File: config.mk
export PLATFORM = sky130hd
export DESIGN_NAME = mtr_resolver
export DESIGN_NICKNAME = d
export VERILOG_FILES = /design/src/rtl/mtr_pkg.sv /design/src/rtl/mtr_cfg_regs.sv /design/src/rtl/mtr_fix_index.sv /design/src/rtl/mtr_range_cmp.sv /design/src/rtl/mtr_resolver.sv
export SDC_FILE = /design/constraint.sdc
export NUM_CORES = 2
export LEC_CHECK = 0
export BUFFER_PORTS_ARGS = -buffer_cell sky130_fd_sc_hd__buf_2
export CAP_MARGIN = 20
export CORE_AREA = 3 3 453 455
export DETAILED_ROUTE_END_ITERATION = 8
export DIE_AREA = 0 0 456 458
export PLACE_DENSITY_LB_ADDON = 0.05
export SYNTH_ARGS = -nofsm -noshare
export SYNTH_HDL_FRONTEND = slang
export SYNTH_SLANG_ARGS = --single-unit
File: constraint.sdc
create_clock -name clk -period 49.4 [get_ports clk]
set_clock_uncertainty 0.15 [all_clocks]
set_input_delay 0 -clock clk [delete_from_list [all_inputs] [get_ports clk]]
set_output_delay 0 -clock clk [all_outputs]
set_load 0.01 [all_outputs]
File: src/rtl/mtr_pkg.sv
package mtr_pkg;
  typedef logic [7:0] mtype_t;
  typedef enum logic {ST_IDLE, ST_SCAN} mtr_st_e;

  localparam mtype_t T_UC      = 8'h00;
  localparam mtype_t T_WT      = 8'h04;
  localparam mtype_t T_WB      = 8'h06;
  localparam mtype_t T_OFF     = 8'hFF;
  localparam mtype_t T_PARTIAL = 8'hFE;

  localparam int FIX_N  = 88;
  localparam int FIX_IW = 7;
  localparam int CA_DEF = 'h60;
  localparam int CA_TOM = 'h61;
  localparam int CA_VAR = 'h80;

  // {conflict, merged type}
  function automatic logic [8:0] mtr_merge(input mtype_t a, input mtype_t b);
    if (a == T_UC || b == T_UC) return {1'b1, T_UC};
    if ((a == T_WB && b == T_WT) || (a == T_WT && b == T_WB)) return {1'b0, T_WT};
    if (a != b) return {1'b1, T_UC};
    return {1'b0, a};
  endfunction
endpackage

File: src/rtl/mtr_cfg_regs.sv
module mtr_cfg_regs
  import mtr_pkg::*;
#(
  parameter int NVAR = 8,
  parameter int AW   = 36,
  parameter int CAW  = 8,
  localparam int PW  = AW - 12
) (
  input  logic                         clk,
  input  logic                         rst_n,
  input  logic                         wr_en,
  input  logic [CAW-1:0]               wr_addr,
  input  logic [AW-1:0]                wr_data,
  output logic [FIX_N-1:0][7:0]        fix_tbl,
  output logic [7:0]                   dflt_type,
  output logic [1:0]                   dflt_en,
  output logic                         loaded,
  output logic [AW-1:0]                tom,
  output logic [NVAR-1:0][PW+7:0]      vbase,
  output logic [NVAR-1:0][PW:0]        vmask
);
  logic sel_def, sel_tom;
  assign sel_def = wr_en && (wr_addr == CAW'(CA_DEF));
  assign sel_tom = wr_en && (wr_addr == CAW'(CA_TOM));

  for (genvar g = 0; g < FIX_N; g++) begin : g_fix
    logic sel;
    assign sel = wr_en && (wr_addr == CAW'(g));
    always_ff @(posedge clk or negedge rst_n) begin
      if (!rst_n)   fix_tbl[g] <= '0;
      else if (sel) fix_tbl[g] <= wr_data[7:0];
    end
  end

  for (genvar v = 0; v < NVAR; v++) begin : g_var
    logic sel_b, sel_m;
    assign sel_b = wr_en && (wr_addr == CAW'(CA_VAR + 2*v));
    assign sel_m = wr_en && (wr_addr == CAW'(CA_VAR + 2*v + 1));
    always_ff @(posedge clk or negedge rst_n) begin
      if (!rst_n) begin
        vbase[v] <= '0;
        vmask[v] <= '0;
      end else begin
        if (sel_b) vbase[v] <= {wr_data[AW-1:12], wr_data[7:0]};
        if (sel_m) vmask[v] <= {wr_data[AW-1:12], wr_data[11]};
      end
    end
  end

  always_ff @(posedge clk or negedge rst_n) begin
    if (!rst_n) begin
      dflt_type <= '0;
      dflt_en   <= '0;
      loaded    <= 1'b0;
    end else if (sel_def) begin
      dflt_type <= wr_data[7:0];
      dflt_en   <= wr_data[11:10];
      loaded    <= 1'b1;
    end
  end

  always_ff @(posedge clk or negedge rst_n) begin
    if (!rst_n)       tom <= '0;
    else if (sel_tom) tom <= wr_data;
  end

  // loaded only rises on a write to the default word
  assert_loaded_src_R1: assert property (@(posedge clk) disable iff (!rst_n)
    $rose(loaded) |-> $past(wr_en && wr_addr == CAW'(CA_DEF)));
endmodule

File: src/rtl/mtr_fix_index.sv
module mtr_fix_index
  import mtr_pkg::*;
(
  input  logic [7:0]        page_i,   // address bits 19:12
  output logic [FIX_IW-1:0] idx_o
);
  always_comb begin
    if (!page_i[7])      idx_o = FIX_IW'(page_i[6:4]);
    else if (!page_i[6]) idx_o = FIX_IW'(8)  + FIX_IW'(page_i[5:2]);
    else                 idx_o = FIX_IW'(24) + FIX_IW'(page_i[5:0]);
  end
endmodule

File: src/rtl/mtr_range_cmp.sv
module mtr_range_cmp #(
  parameter int PW = 24
) (
  input  logic [PW-1:0] base_pg,
  input  logic [PW-1:0] mask_pg,
  input  logic [PW-1:0] lo_pg,
  input  logic [PW-1:0] hi_pg,
  output logic          lo_hit,
  output logic          hi_hit
);
  logic [PW-1:0] ref_pg;
  assign ref_pg = base_pg & mask_pg;
  assign lo_hit = (lo_pg & mask_pg) == ref_pg;
  assign hi_hit = (hi_pg & mask_pg) == ref_pg;
endmodule

File: src/rtl/mtr_resolver.sv
module mtr_resolver
  import mtr_pkg::*;
#(
  parameter int NVAR      = 8,
  parameter int AW        = 36,
  parameter int CAW       = 8,
  parameter bit HAS_FIXED = 1'b1
) (
  input  logic           clk,
  input  logic           rst_n,
  input  logic           cfg_we,
  input  logic [CAW-1:0] cfg_addr,
  input  logic [AW-1:0]  cfg_wdata,
  input  logic           req_valid,
  output logic           req_ready,
  input  logic [AW-1:0]  req_start,
  input  logic [AW-1:0]  req_end,
  output logic           rsp_valid,
  output logic [7:0]     rsp_type
);
  localparam int PW = AW - 12;
  localparam int IW = (NVAR > 1) ? $clog2(NVAR) : 1;
  localparam logic [IW-1:0] LAST = IW'(NVAR - 1);

  // reset: asynchronous assert, synchronous release
  logic [1:0] rsync_q;
  logic       rst_ns;
  always_ff @(posedge clk or negedge rst_n) begin
    if (!rst_n) rsync_q <= '0;
    else        rsync_q <= {rsync_q[0], 1'b1};
  end
  assign rst_ns = rsync_q[1];

  logic [FIX_N-1:0][7:0]   fix_tbl;
  logic [7:0]              dflt_type;
  logic [1:0]              dflt_en;
  logic                    loaded;
  logic [AW-1:0]           tom;
  logic [NVAR-1:0][PW+7:0] vbase;
  logic [NVAR-1:0][PW:0]   vmask;

  mtr_cfg_regs #(.NVAR(NVAR), .AW(AW), .CAW(CAW)) u_cfg (
    .clk(clk), .rst_n(rst_ns), .wr_en(cfg_we), .wr_addr(cfg_addr), .wr_data(cfg_wdata),
    .fix_tbl(fix_tbl), .dflt_type(dflt_type), .dflt_en(dflt_en), .loaded(loaded),
    .tom(tom), .vbase(vbase), .vmask(vmask)
  );

  logic [FIX_IW-1:0] fix_idx;
  logic              fix_low;
  mtr_fix_index u_fix (.page_i(req_start[19:12]), .idx_o(fix_idx));
  assign fix_low = (req_start[AW-1:20] == '0);

  // state
  mtr_st_e       st_q, st_d;
  logic [IW-1:0] idx_q, idx_d;
  logic [AW-1:0] start_q, endi_q;
  logic          have_q, have_d;
  mtype_t        prev_q, prev_d;
  logic          rsp_v_q, rsp_v_d;
  mtype_t        rsp_t_q, rsp_t_d;
  logic          cap_en;

  // current region under test
  logic [PW+7:0] cur_b;
  logic [PW:0]   cur_m;
  logic          lo_hit, hi_hit, cur_valid;
  mtype_t        cur_type;
  logic [8:0]    merged;
  logic          tom_hit, fin;

  assign cur_b     = vbase[idx_q];
  assign cur_m     = vmask[idx_q];
  assign cur_type  = cur_b[7:0];
  assign cur_valid = cur_m[0];

  mtr_range_cmp #(.PW(PW)) u_cmp (
    .base_pg(cur_b[PW+7:8]), .mask_pg(cur_m[PW:1]),
    .lo_pg(start_q[AW-1:12]), .hi_pg(endi_q[AW-1:12]),
    .lo_hit(lo_hit), .hi_hit(hi_hit)
  );

  assign merged  = mtr_merge(prev_q, cur_type);
  assign tom_hit = (tom != '0) && (start_q[AW-1:32] != '0) && (endi_q < tom);
  assign cap_en  = req_valid && req_ready;

  always_comb begin
    st_d    = st_q;
    idx_d   = idx_q;
    have_d  = have_q;
    prev_d  = prev_q;
    rsp_v_d = 1'b0;
    rsp_t_d = rsp_t_q;
    fin     = 1'b0;
    case (st_q)
      ST_IDLE: begin
        if (req_valid) begin
          idx_d  = '0;
          have_d = 1'b0;
          prev_d = T_OFF;
          fin    = 1'b1;
          if (!loaded || dflt_en == 2'b00)            rsp_t_d = T_OFF;
          else if (HAS_FIXED && dflt_en[0] && fix_low) rsp_t_d = fix_tbl[fix_idx];
          else if (!dflt_en[1])                        rsp_t_d = dflt_type;
          else begin
            fin  = 1'b0;
            st_d = ST_SCAN;
          end
        end
      end
      ST_SCAN: begin
        if (cur_valid && (lo_hit != hi_hit)) begin
          fin     = 1'b1;
          rsp_t_d = T_PARTIAL;
        end else if (cur_valid && lo_hit) begin
          if (!have_q) begin
            have_d = 1'b1;
            prev_d = cur_type;
          end else if (merged[8]) begin
            fin     = 1'b1;
            rsp_t_d = T_UC;
          end else begin
            prev_d = merged[7:0];
          end
        end
        if (!fin && idx_q == LAST) begin
          fin = 1'b1;
          if (tom_hit)     rsp_t_d = T_WB;
          else if (have_d) rsp_t_d = prev_d;
          else             rsp_t_d = dflt_type;
        end
        if (fin) st_d = ST_IDLE;
        else     idx_d = idx_q + IW'(1);
      end
      default: st_d = ST_IDLE;
    endcase
    if (fin) rsp_v_d = 1'b1;
  end

  always_ff @(posedge clk or negedge rst_ns) begin
    if (!rst_ns) begin
      st_q    <= ST_IDLE;
      idx_q   <= '0;
      have_q  <= 1'b0;
      prev_q  <= T_OFF;
      rsp_v_q <= 1'b0;
      rsp_t_q <= '0;
    end else begin
      st_q    <= st_d;
      idx_q   <= idx_d;
      have_q  <= have_d;
      prev_q  <= prev_d;
      rsp_v_q <= rsp_v_d;
      rsp_t_q <= rsp_t_d;
    end
  end

  always_ff @(posedge clk or negedge rst_ns) begin
    if (!rst_ns) begin
      start_q <= '0;
      endi_q  <= '0;
    end else if (cap_en) begin
      start_q <= req_start;
      endi_q  <= req_end - AW'(1);
    end
  end

  assign req_ready = (st_q == ST_IDLE);
  assign rsp_valid = rsp_v_q;
  assign rsp_type  = rsp_t_q;

  assert_unloaded_off_R1: assert property (@(posedge clk) disable iff (!rst_ns)
    (rsp_valid && !loaded) |-> (rsp_type == T_OFF));
  assert_accept_progress_R11: assert property (@(posedge clk) disable iff (!rst_ns)
    (req_valid && req_ready) |=> (rsp_valid || !req_ready));
  assert_rsp_when_idle_R11: assert property (@(posedge clk) disable iff (!rst_ns)
    rsp_valid |-> req_ready);
  assert_fix_index_R2: assert property (@(posedge clk) disable iff (!rst_ns)
    (req_valid && req_ready && fix_low) |-> (fix_idx < FIX_IW'(FIX_N)));
endmodule

==> results.tsv <==
stage	metric	value	unit
setup_path	cp-start-kind	input pin	
clock_tree	clock-sinks	1291	
outcome	run_status	complete, no violations	
die	die_y	458	µm
global_route	grt_start_max_net_pins	148	
power_and_ir_drop	cellPowerDensity	41.94	nW/µm²
yosys	synth_top_area_share	53.10	%
yosys	async_flop_share	100.0	%
die	die_area	208800	µm²
die	die_w	456	µm
setup_path	path_class	in2reg	
detailed_routing	drc_errors	0	
detailed_routing	drt_iter0_markers	1854	
setup_path	path_buf_inv	6	
setup_path	critPathRequiredTime	49.90	ns
min_path	holdPathStages	4	
setup_path	crit_path_frequent_cell	buf_4	
setup_path	cp-end-kind	register	
clock_tree	cts_tree	yes	
setup_path	reg2regPathDepth	12	
die	start_util	29.98	%
yosys	ys_ff_latch	1291	
detailed_routing	antenna_left	0	
detailed_routing	vias_per_cell	4.988	
global_route	grt_pass1_vias	38801	
finish	final_common_cell	dfrtp_1	
clock_tree	clockRootBuffer	clkbuf_16	
setup_path	rrSetupSlack	43.37	ns
timing	setup_viol_count_final	0	
global_route	antenna_found_initial	12	
place	dp.cells	6746	
yosys	synthFlopType	dfrtp_1	
place	io_buffers	117	
power_and_ir_drop	p_leak	33.39	nW
detailed_routing	firstDrtPassIters	5	
clock_tree	cts-buffers-inserted	162	
global_route	grt_pass1_wl	288000	µm
power_and_ir_drop	ir_drop	0.00003687	V
timing	fmax	161.6	MHz
yosys	synth_area_leaders	dfrtp_1 (53%), mux2_2 (23%), mux4_2 (10%), mux2i_1 (1.6%), clkbuf_1 (1.2%)	
yosys	synth_cells	4151	
clock_tree	clockBufferDepth	3	
global_route	gr-total-overflow	0	
detailed_routing	wire_per_inst	27.15	µm
setup_path	crit_path_cell_trace	dlygate4sd3_1 -> buf_2 -> mux2i_1 -> a21oi_4 -> buf_4 -> buf_4 -> buf_4 -> buf_4 -> mux4_2 -> a22oi_1 -> nand2_1 -> a22oi_1 -> and4_1 -> o21bai_1 -> o221ai_2 -> a21oi_1	
min_path	min_to	prev_q[2]	
finish	syn_to_final_growth	18.46	%
min_path	hold_start	req_valid	
detailed_routing	vias	36184	
setup_path	critPathMaxStageDelay	0.77	ns
place	hpwl	123200	µm
timing	worstMarginPinSlew	1.162	ns
yosys	synth_top_area_cell	dfrtp_1	
setup_path	critPathMaxFanout	37	
finish	final_cell_mix	dfrtp_1 (1279), mux2_2 (1234), mux4_2 (274), dlygate4sd3_1 (213), clkbuf_16 (171)	
clock_tree	clock_latency	0.79	ns
finish	final_nets	4611	
run	max_cap_viol_count	0	
setup_path	critPathTopFamily	buffers and inverters	
setup_path	slowest_stage	buf_4	
timing	final_max_slew_viol_count	0	
yosys	synth_area	60470	µm²
timing	rsz0062_at_grt	no	
yosys	ys_warn_count	0	
timing	fin_crit	6.188	ns
min_path	min-delay-path-class	in2reg	
timing	timing.final.crit_share	12.53	%
timing	tns	0	ns
place	gp_congestion	0.7529	
die	ios	130	
yosys	synthDistinctLibCells	83	
yosys	syn_nets	4310	
die	design.core.area	201700	µm²
yosys	seq_area_frac_synth	53.44	%
global_route	grtUsageTotal	18.86	%
clock_tree	path_clk_slew	0.06	ns
timing	final_hold_viol_count	0	
clock_tree	htreeDepth	4	
finish	layout-drive-gt1-share	44.49	%
die	rows	165	
clock_tree	cts_resized	0	
setup_path	worstPathArrival	6.69	ns
timing	slew-limit-headroom	22.40	%
finish	instances_no_fill	7254	
yosys	synth_edf_count	0	
setup_path	reg2reg_from	idx_q[1]	
detailed_routing	wl	197000	µm
setup_path	reg2reg_to	rsp_type[5]	
yosys	syn_area_per_cell	14.57	µm²
-- Yosys cell counts, types with 45 or more instances --
library cell and n:
xor2_1 46, nor2_1 132, nand2_1 179, clkbuf_1 199, mux2_2 1234, mux4_2 274
a22oi_1 60, nand3_1 45, o21ai_0 63, dfrtp_1 1283, mux2i_1 94, inv_1 61
-- metrics by stage --
step	setup slack [ns]	hold WS (ns)	utilization [%]	power, W	area [µm²]
2_1_floorplan	10.61	-0.4456	-	0.001607	60470
3_3_place_gp	42.61	-0.3647	31.75	0.001812	64050
3_5_place_dp	42.64	-0.3619	31.76	0.001813	64060
4_1_cts	42.87	0.004972	35.50	0.003069	71610
5_1_grt	42.67	0.05515	35.51	0.003159	71620
6_report	43.21	0.05416	35.51	0.003004	71630
-- worst min-delay path: cells and delay by family --
kind / cells / cell delay [ns]
simple gates: 1 / 0.11
buf+inv: 2 / 0.79
compound gates: 1 / 0.07
-- sequential cells by signal, summed over array words and instances, names as in the netlist --
| register | count |
|---|---|
| u_cfg.dflt_en | 2 |
| u_cfg.vbase | 256 |
| u_cfg.vmask | 200 |
| prev_q | 8 |
| rsp_type | 8 |
| u_cfg.fix_tbl | 704 |
| rsync_q | 2 |
| rsp_valid | 1 |
| endi_q | 36 |
| u_cfg.dflt_type | 8 |
| idx_q | 3 |
| st_q | 1 |
| u_cfg.tom | 36 |
| start_q | 24 |
| have_q | 1 |
| u_cfg.loaded | 1 |
-- logic make-up (layout without fill, tap and decap cells) --
| kind of cell | Yosys count | in the layout | share of synthesized area (%) |
|---|---|---|---|
| AOI/OAI and AO/OA | 291 | 291 | 3.354 |
| xor gates and xnor gates | 82 | 82 | 1.188 |
| adders and majority gates | 39 | 39 | 0.8070 |
| buffers and inverters | 343 | 768 | 2.334 |
| DFF | 1291 | 1291 | 53.44 |
| muxes | 1607 | 1607 | 34.91 |
| other | 1 | 7 | 0.006202 |
| and+or+nand+nor | 497 | 497 | 3.954 |
-- cell type report --
cell class / instances / area (µm²)
fillers: 19560 / 130100
clock buffers: 256 / 5109
multi-input cells: 2517 / 26870
inverters: 62 / 232.7
clock inverters: 32 / 311.5
diodes: 6 / 15.01
repair buffers: 418 / 3415
well taps: 2672 / 3343
flip-flops and latches: 1291 / 32330
-- where the power goes --
part | total [W] | internal (W) | switching [W]
clock network | 0.00121 | 0.000730 | 0.000476
registers | 0.00123 | 0.00114 | 0.0000879
logic | 0.000569 | 0.000248 | 0.000321
total | 0.00300 | 0.00212 | 0.000885
-- metal layers --
layer / routed length [µm] / global-route usage [%] / vias to the layer above
met5: 41 / 0 / -
li1: - / - / 15968
met3: 4708 / 2.476 / 269
met2: 99850 / 32.95 / 446
met1: 87460 / 24.56 / 19495
met4: 4897 / 4.958 / 6
-- worst max path at each step --
stage / start / to / slack (ns) / depth (start not counted)
after floorplan: rsync_q[1] / endi_q[0] / 10.61 / 0
after global placement: req_start[18] / rsp_type[4] / 42.61 / 15
after detailed placement: req_start[18] / rsp_type[4] / 42.64 / 15
after CTS: idx_q[1] / rsp_type[4] / 42.87 / 12
after global routing: req_start[18] / rsp_type[4] / 42.67 / 16
final: req_start[18] / rsp_type[3] / 43.21 / 16
-- what timing repair did --
action | CTS | global route
buffers inserted | 0 | 0
hold buffers | 213 | 0
hold endpoints to repair | 862 | 0
No activity file was read; power rests on OpenSTA's default activity.
